<file path="src/rtl/mdio_pkg.sv">
package mdio_pkg;
  localparam int FRAME_LEN  = 64;
  localparam int PRE_LEN    = 32;
  localparam int TA_POS     = 46;
  localparam int DATA_POS   = 48;
  localparam int DATA_W     = 16;
  localparam int ADR_W      = 5;
  localparam int OP_W       = 2;
  localparam int IDX_W      = $clog2(FRAME_LEN);
  localparam int REG_ADDR_W = 3;

  localparam int VAL_POS  = 16;
  localparam int PEND_POS = 17;
  localparam int OP_POS   = 16;
  localparam int PHY_POS  = 8;
  localparam int DEV_POS  = 0;
  localparam int SLO_POS  = 8;
  localparam int SHI_POS  = 16;
  localparam int MODE_POS = 24;

  typedef enum logic [REG_ADDR_W-1:0] {
    REG_CLK  = 3'd0,
    REG_CMD  = 3'd1,
    REG_WDAT = 3'd2,
    REG_RDAT = 3'd3,
    REG_EN   = 3'd4
  } regSel_e;

  typedef struct packed {
    logic load;
    logic shift;
    logic sample;
  } dpStrobe_t;

  typedef struct packed {
    logic              ext;
    logic [OP_W-1:0]   op;
    logic [ADR_W-1:0]  phy;
    logic [ADR_W-1:0]  dev;
    logic              isRead;
    logic [DATA_W-1:0] data;
  } frameReq_t;
endpackage

</file>
<file path="src/rtl/mdio_ctrl.sv">
module mdio_ctrl
  import mdio_pkg::*;
#(
  parameter int DIV_W      = 8,
  parameter int SAMP_W     = 8,
  parameter int BUS_W      = 32,
  parameter int RST_DIV    = 4,
  parameter int RST_SAMPLE = 2
) (
  input  logic                  clk,
  input  logic                  rstN,
  input  logic                  regWrEn,
  input  logic                  regRdEn,
  input  logic [REG_ADDR_W-1:0] regAddr,
  input  logic [BUS_W-1:0]      regWrData,
  output logic [BUS_W-1:0]      regRdData,
  input  logic [DATA_W-1:0]     rdCapture,
  output dpStrobe_t             strobe,
  output frameReq_t             frame,
  output logic                  mdc,
  output logic                  mdioOe,
  output logic                  enBit,
  output logic                  rdPend,
  output logic                  wrPend,
  output logic                  rdVal,
  output logic                  wrVal
);
  localparam int SAMP_HALF = SAMP_W / 2;
  localparam int PH_W      = DIV_W + 1;
  localparam logic [IDX_W-1:0] LAST_BIT = IDX_W'(FRAME_LEN - 1);

  logic [DIV_W-1:0]  divCnt;
  logic [SAMP_W-1:0] sampPt;
  logic              modeExt;
  logic              enReg;
  logic [DATA_W-1:0] wrData;
  logic [OP_W-1:0]   cmdOp;
  logic [ADR_W-1:0]  cmdPhy, cmdDev;
  logic              busy, isRead;
  logic [PH_W-1:0]   phaseCnt;
  logic [IDX_W-1:0]  bitIdx;

  logic [PH_W-1:0] lastPhase, sampEff;
  logic            launch, cmdIsRead, bitEnd, frameDone;
  logic [OP_W-1:0] newOp;

  assign lastPhase = {divCnt, 1'b1};
  always_comb begin
    if (32'(sampPt) > 32'(lastPhase)) sampEff = lastPhase;
    else                              sampEff = PH_W'(sampPt);
  end

  assign newOp     = regWrData[OP_POS +: OP_W];
  assign cmdIsRead = modeExt ? newOp[1] : (newOp == 2'b10);
  assign launch    = regWrEn && (regAddr == REG_CMD) && enReg && !busy;
  assign bitEnd    = busy && (phaseCnt == lastPhase);
  assign frameDone = bitEnd && (bitIdx == LAST_BIT);

  always_ff @(posedge clk) begin
    if (!rstN) begin
      divCnt   <= DIV_W'(RST_DIV);
      sampPt   <= SAMP_W'(RST_SAMPLE);
      modeExt  <= 1'b0;
      enReg    <= 1'b0;
      wrData   <= '0;
      cmdOp    <= '0;
      cmdPhy   <= '0;
      cmdDev   <= '0;
      busy     <= 1'b0;
      isRead   <= 1'b0;
      phaseCnt <= '0;
      bitIdx   <= '0;
      rdPend   <= 1'b0;
      wrPend   <= 1'b0;
      rdVal    <= 1'b0;
      wrVal    <= 1'b0;
    end else begin
      if (regWrEn) begin
        case (regAddr)
          REG_CLK: begin
            divCnt  <= regWrData[DIV_W-1:0];
            sampPt  <= {regWrData[SHI_POS +: SAMP_HALF], regWrData[SLO_POS +: SAMP_HALF]};
            modeExt <= regWrData[MODE_POS];
          end
          REG_WDAT: wrData <= regWrData[DATA_W-1:0];
          REG_EN:   enReg  <= regWrData[0];
          default: ;
        endcase
      end
      if (regRdEn && regAddr == REG_RDAT) rdVal <= 1'b0;
      if (regRdEn && regAddr == REG_WDAT) wrVal <= 1'b0;

      if (!enReg) begin
        busy     <= 1'b0;
        rdPend   <= 1'b0;
        wrPend   <= 1'b0;
        phaseCnt <= '0;
        bitIdx   <= '0;
      end else if (launch) begin
        busy     <= 1'b1;
        isRead   <= cmdIsRead;
        phaseCnt <= '0;
        bitIdx   <= '0;
        cmdOp    <= newOp;
        cmdPhy   <= regWrData[PHY_POS +: ADR_W];
        cmdDev   <= regWrData[DEV_POS +: ADR_W];
        if (cmdIsRead) begin
          rdPend <= 1'b1;
          rdVal  <= 1'b0;
        end else begin
          wrPend <= 1'b1;
          wrVal  <= 1'b0;
        end
      end else if (busy) begin
        if (bitEnd) begin
          phaseCnt <= '0;
          if (frameDone) begin
            busy <= 1'b0;
            if (isRead) begin
              rdPend <= 1'b0;
              rdVal  <= 1'b1;
            end else begin
              wrPend <= 1'b0;
              wrVal  <= 1'b1;
            end
          end else begin
            bitIdx <= bitIdx + 1'b1;
          end
        end else begin
          phaseCnt <= phaseCnt + 1'b1;
        end
      end
    end
  end

  // Bus pins: MDC low half first; bus released from turnaround on reads.
  assign mdc    = enReg && busy && (phaseCnt > PH_W'(divCnt));
  assign mdioOe = enReg && busy && !(isRead && (32'(bitIdx) >= TA_POS));
  assign enBit  = enReg;

  always_comb begin
    strobe.load   = launch;
    strobe.shift  = bitEnd;
    strobe.sample = busy && isRead && (32'(bitIdx) >= DATA_POS) && (phaseCnt == sampEff);
    frame.ext     = modeExt;
    frame.op      = newOp;
    frame.phy     = regWrData[PHY_POS +: ADR_W];
    frame.dev     = regWrData[DEV_POS +: ADR_W];
    frame.isRead  = cmdIsRead;
    frame.data    = wrData;
  end

  always_comb begin
    regRdData = '0;
    case (regAddr)
      REG_CLK: begin
        regRdData[DIV_W-1:0]             = divCnt;
        regRdData[SLO_POS +: SAMP_HALF]  = sampPt[SAMP_HALF-1:0];
        regRdData[SHI_POS +: SAMP_HALF]  = sampPt[SAMP_W-1:SAMP_HALF];
        regRdData[MODE_POS]              = modeExt;
      end
      REG_CMD: begin
        regRdData[OP_POS +: OP_W]   = cmdOp;
        regRdData[PHY_POS +: ADR_W] = cmdPhy;
        regRdData[DEV_POS +: ADR_W] = cmdDev;
      end
      REG_WDAT: begin
        regRdData[DATA_W-1:0] = wrData;
        regRdData[VAL_POS]    = wrVal;
        regRdData[PEND_POS]   = wrPend;
      end
      REG_RDAT: begin
        regRdData[DATA_W-1:0] = rdCapture;
        regRdData[VAL_POS]    = rdVal;
        regRdData[PEND_POS]   = rdPend;
      end
      REG_EN:  regRdData[0] = enReg;
      default: ;
    endcase
  end
endmodule

</file>
<file path="src/rtl/mdio_dp.sv">
module mdio_dp
  import mdio_pkg::*;
(
  input  logic              clk,
  input  logic              rstN,
  input  dpStrobe_t         strobe,
  input  frameReq_t         frame,
  input  logic              mdioIn,
  output logic              mdioOut,
  output logic [DATA_W-1:0] rdCapture
);
  logic [FRAME_LEN-1:0] shReg;
  logic [FRAME_LEN-1:0] frameWord;
  logic [1:0]           startBits, taBits;
  logic [DATA_W-1:0]    tailBits;

  always_comb begin
    startBits = frame.ext ? 2'b00 : 2'b01;
    taBits    = frame.isRead ? 2'b11 : 2'b10;
    tailBits  = frame.isRead ? '1 : frame.data;
    frameWord = {{PRE_LEN{1'b1}}, startBits, frame.op, frame.phy, frame.dev, taBits, tailBits};
  end

  always_ff @(posedge clk) begin
    if (!rstN) begin
      shReg     <= '1;
      rdCapture <= '0;
    end else begin
      if (strobe.load)       shReg <= frameWord;
      else if (strobe.shift) shReg <= {shReg[FRAME_LEN-2:0], 1'b1};
      if (strobe.sample)     rdCapture <= {rdCapture[DATA_W-2:0], mdioIn};
    end
  end

  assign mdioOut = shReg[FRAME_LEN-1];
endmodule

</file>
<file path="src/rtl/mdio_master.sv">
module mdio_master
  import mdio_pkg::*;
#(
  parameter int DIV_W      = 8,
  parameter int SAMP_W     = 8,
  parameter int BUS_W      = 32,
  parameter int RST_DIV    = 4,
  parameter int RST_SAMPLE = 2
) (
  input  logic                  clk,
  input  logic                  rstN,
  input  logic                  regWrEn,
  input  logic                  regRdEn,
  input  logic [REG_ADDR_W-1:0] regAddr,
  input  logic [BUS_W-1:0]      regWrData,
  output logic [BUS_W-1:0]      regRdData,
  output logic                  mdc,
  output logic                  mdioOut,
  output logic                  mdioOe,
  input  logic                  mdioIn
);
  dpStrobe_t         strobe;
  frameReq_t         frame;
  logic [DATA_W-1:0] rdCapture;
  logic              enBit, rdPend, wrPend, rdVal, wrVal;

  mdio_ctrl #(
    .DIV_W(DIV_W), .SAMP_W(SAMP_W), .BUS_W(BUS_W),
    .RST_DIV(RST_DIV), .RST_SAMPLE(RST_SAMPLE)
  ) u_ctrl (
    .clk(clk), .rstN(rstN), .regWrEn(regWrEn), .regRdEn(regRdEn),
    .regAddr(regAddr), .regWrData(regWrData), .regRdData(regRdData),
    .rdCapture(rdCapture), .strobe(strobe), .frame(frame),
    .mdc(mdc), .mdioOe(mdioOe), .enBit(enBit),
    .rdPend(rdPend), .wrPend(wrPend), .rdVal(rdVal), .wrVal(wrVal)
  );

  mdio_dp u_dp (
    .clk(clk), .rstN(rstN), .strobe(strobe), .frame(frame),
    .mdioIn(mdioIn), .mdioOut(mdioOut), .rdCapture(rdCapture)
  );
endmodule

</file>
<file path="config.mk">
export PLATFORM = sky130hd
export DESIGN_NAME = mdio_master
export DESIGN_NICKNAME = d
export VERILOG_FILES = /design/src/rtl/mdio_pkg.sv /design/src/rtl/mdio_ctrl.sv /design/src/rtl/mdio_dp.sv /design/src/rtl/mdio_master.sv
export SDC_FILE = /design/constraint.sdc
export NUM_CORES = 1
export LEC_CHECK = 0
export ABC_AREA = 1
export BUFFER_PORTS_ARGS = -buffer_cell sky130_fd_sc_hd__buf_4
export CORE_ASPECT_RATIO = 1.75
export CORE_MARGIN = 2
export CORE_UTILIZATION = 53
export DETAILED_ROUTE_END_ITERATION = 12
export HOLD_SLACK_MARGIN = 0.08
export PLACE_DENSITY = 0.76
export SKIP_CTS_REPAIR_TIMING = 1
export SYNTH_ARGS = -nofsm -noshare
export SYNTH_HDL_FRONTEND = slang
export SYNTH_SLANG_ARGS = --single-unit
</file>
<file path="constraint.sdc">
create_clock -name clk -period 2.06 [get_ports clk]
set_input_delay 0.412 -clock clk [delete_from_list [all_inputs] [get_ports clk]]
set_output_delay 0.412 -clock clk [all_outputs]
set_load 0.005 [all_outputs]
</file>
==> summary.md <==
| Metric | Value |
|---|---|
| Initial antenna violation count | `0` |
| Sw Pwr | `~1700 uW` |
| Synth cell types | `40` |
| Sw Share | `between 20% and 30%` |
| Root Driver | `clkbuf_16` |
| Net count, final | `between 1k and 1.5k` |
| Initial Util | `54.5%` |
| Crit. End Element | `output port` |
| Top cells by area, synth | `dfxtp_1, nand2_1, nand3_1` |
| Max Cap Viol | `0` |
| Clock share of power | `about half` |
| CP top delay family | `simple AND/OR/NAND/NOR gates` |
| Part of the cycle the worst path needs | `125%` |
| ANT cells | `0` |
| WP data required | `between 1.5 and 2 ns` |
| Flop pwr share | `43.5%` |
| CTS tree | `done` |
| YS warnings | `0` |
| Placeable Area | `approximately 12000 um^2` |
| Syn Inst Count | `roughly 930` |
| Worst-margin pin slew | `0.722 ns` |
| Die area | `13800 um^2` |
| Mapped Avg Cell Area | `roughly 7.3 um^2` |
| Power Internal | `between 4000 and 5000 uW` |
| Reg clk slew, reported paths | `0.07 ns` |
| Vias | `between 6k and 7k` |
| Lkg Pwr | `between 0.003 and 0.004 uW` |
| FMAX | `around 400 MHz` |
| Clock H-tree levels | `4` |
| Tmin final | `2.57 ns` |
| Bufs on Longest Clock Path | `2` |
| Critical-path cell with the highest stage delay | `dfxtp_2` |
| Antenna viol nets, final | `0` |
| Total wire length | `20200 um` |
| Startpoint Class | `flip-flop` |
| Share of cells above drive strength 1 | `24.6%` |
| Fin Clk Skew | `about 0.011 ns` |
| Via density | `between 5 and 6` |
| Kind of critical path | `reg -> out` |
| Total track usage | `~29%` |
| Post-placement cell area | `roughly 7800 um^2` |
| Number of DRC markers in iteration 0 | `about 500` |
| WHS | `~0.21 ns` |
| First-pass GRT wire length | `between 30000 and 40000 um` |
| P per Cell Area | `742 nW/um^2` |
| GP Congestion | `roughly 0.9` |
| Max stage delay on crit path | `0.36 ns` |
| Pre-CTS setup slack | `-0.269 ns` |
| Top cell type by total area after synthesis | `dfxtp_1` |
| Post-Synthesis Cell Area | `about 6800 um^2` |
| CP Cell Sequence | `inv_4, ha_4, nand2_2, nor2_2, a211oi_2, o21ai_1, nand2_1, nand2_1, a21oi_1, nor2_1, nor2_2, nor2_1, buf_4` |
| Commonest non-fill, non-tap cells in the layout | `nand2_1, dfxtp_1, buf_4` |
| Failing checks | `setup timing` |
| Seq cells post-synth | `147` |
| FP Rows | `54` |
| Vias in the first global route | `between 6k and 7k` |
| Register area share after synthesis | `between 40 and 50%` |
| Final Setup Violations | `17` |
| RSZ-0062 raised after global routing | `yes` |
| Yosys top cell area share | `43.2%` |
| Setup ws final | `-0.507 ns` |
| Post-Place Cells | `roughly 1.2k` |
| WP buf/inv | `2` |
| WL per Instance | `between 15 and 20 um` |
| Drt first pass iters | `5` |
| Dpl hpwl | `between 10000 and 15000 um` |
| Crit path DAT | `2.16 ns` |
| # IOs | `75` |
| TritonCTS Sinks | `about 150` |
| Combinational power share | `around 7.7%` |
| CP Max Fanout | `3` |
| Final Hold Vio Count | `0` |
| GRT Residual Overflow | `0` |
| Min-delay worst type | `in -> reg` |
| VDD IR max | `approximately 0.75 mV` |
| Port buffer count | `52` |
| DRC | `0` |
| Leading cell type in the layout, fill and taps excluded | `nand2_1` |
| TritonCTS Buffers | `17` |
| Max-slew headroom | `51.9%` |
| Die Y | `roughly 150 um` |
| Non-Filler Instances | `around 1.2k` |
| Pin count of the biggest net entering global routing | `76` |
| Max Slew Vio Count | `0` |
| Status | `complete, but fails checks` |
| Synthesis-to-layout area growth | `31.4%` |
| Die W | `~90 um` |
| Fin area | `8950 um^2` |
| Worst skew pair latency | `~0.43 ns` |
==> metal layers <==
layer / global-route usage [%] / share of wire [%] / vias up
met3: 5.26 / 5.1 / 69
met5: 0 / 0 / -
li1: - / - / 3315
met4: 13.8 / 4.8 / 0
met2: 49.7 / 53 / 265
met1: 32.4 / 37 / 3266
==> synth_stat cells, drive strengths merged <==
cell     number
o211ai        3
a21boi        1
clkbuf       29
o31ai         2
o21a          1
nor3b         2
a31oi         2
o21ai        47
nor4          5
conb          1
dfxtp       147
nor4b         1
buf          29
o22ai        13
a21oi        37
xor2          2
nand3b        2
o221ai       29
a22oi        10
nand2       223
nand3        97
nand4        17
nor3         10
xnor2         3
or3           1
nor2        104
inv          85
and3b         1
ha           18
o2111ai       1
a211oi        3
clkinv        1
==> worst reg2reg max path, cell delays in order, from the launching register on <==
cell     delay (ns)
dfxtp_2        0.36
inv_4          0.05
buf_6          0.12
ha_4           0.26
nand2_2        0.05
inv_1          0.05
nand2_1        0.07
nand2_1        0.08
nand2_2        0.08
buf_6          0.13
nand4_1        0.07
nand2_1        0.07
nor2_2         0.15
nand3_1        0.11
nor2_2         0.14
nand3_4        0.16
buf_12         0.18
nand2_1        0.07
nand2_1        0.06
nor2_1         0.13
==> worst paths after layout <==
kind	from	to	slack (ns)	cells after the start
worst max register to register	u_ctrl.divCnt[2]	u_dp.rdCapture[7]	-0.39	19
worst min-delay path	mdioIn	u_dp.rdCapture[0]	0.21	3
worst min register to register	u_dp.shReg[58]	u_dp.shReg[58]	0.46	2
worst max-delay path	u_ctrl.divCnt[2]	mdc	-0.51	13
==> metrics by stage <==
stage / power [uW] / util (%) / setup TNS [ns]
2_1_floorplan: 3220 / - / 0
3_3_place_gp: 3390 / 62.2 / -2.95
3_5_place_dp: 3400 / 62.2 / -3.59
4_1_cts: 6600 / 67.1 / -4.83
5_1_grt: 6830 / 71.6 / -7.97
6_report: 6640 / 71.6 / -6.04
==> kinds of logic (layout without fill, tap and decap cells) <==
family	after synthesis	in the layout	synth area share [%]
adder cells (fa/ha/maj)	18	18	3.31
other	1	11	0.0551
AO/OA/AOI/OAI	149	149	13.8
XOR/XNOR	5	5	0.643
AND/OR/NAND/NOR	463	463	29.8
flip-flops	147	147	43.2
buffers and inverters	144	255	9.19
==> area by class of cell <==
class                      count  area, um^2
multi-input combinational    646        3580
fill                         960        3550
sequential                   147        2950
timing repair buffer         137        1260
clock buffer                  17         425
inverter                      86         338
tap                          168         210
clock inverter                15         184
==> sequential cells by signal (all words and copies together), names as in the netlist, 6 cells and up <==
signal	flops
u_dp.shReg	64
u_ctrl.wrData	16
u_ctrl.sampPt	8
u_ctrl.bitIdx	6
u_dp.rdCapture	16
u_ctrl.phaseCnt	9
u_ctrl.divCnt	8
==> power by group through the flow <==
stage	clock, uW	sequential, uW	combinational [uW]
final	3240	2890	512
after global routing	3380	2890	554
after CTS	3260	2890	453
after detailed placement	0	2950	448
after global placement	0	2950	444
after floorplan	0	2950	269
No activity file was read; power rests on OpenSTA's default activity.
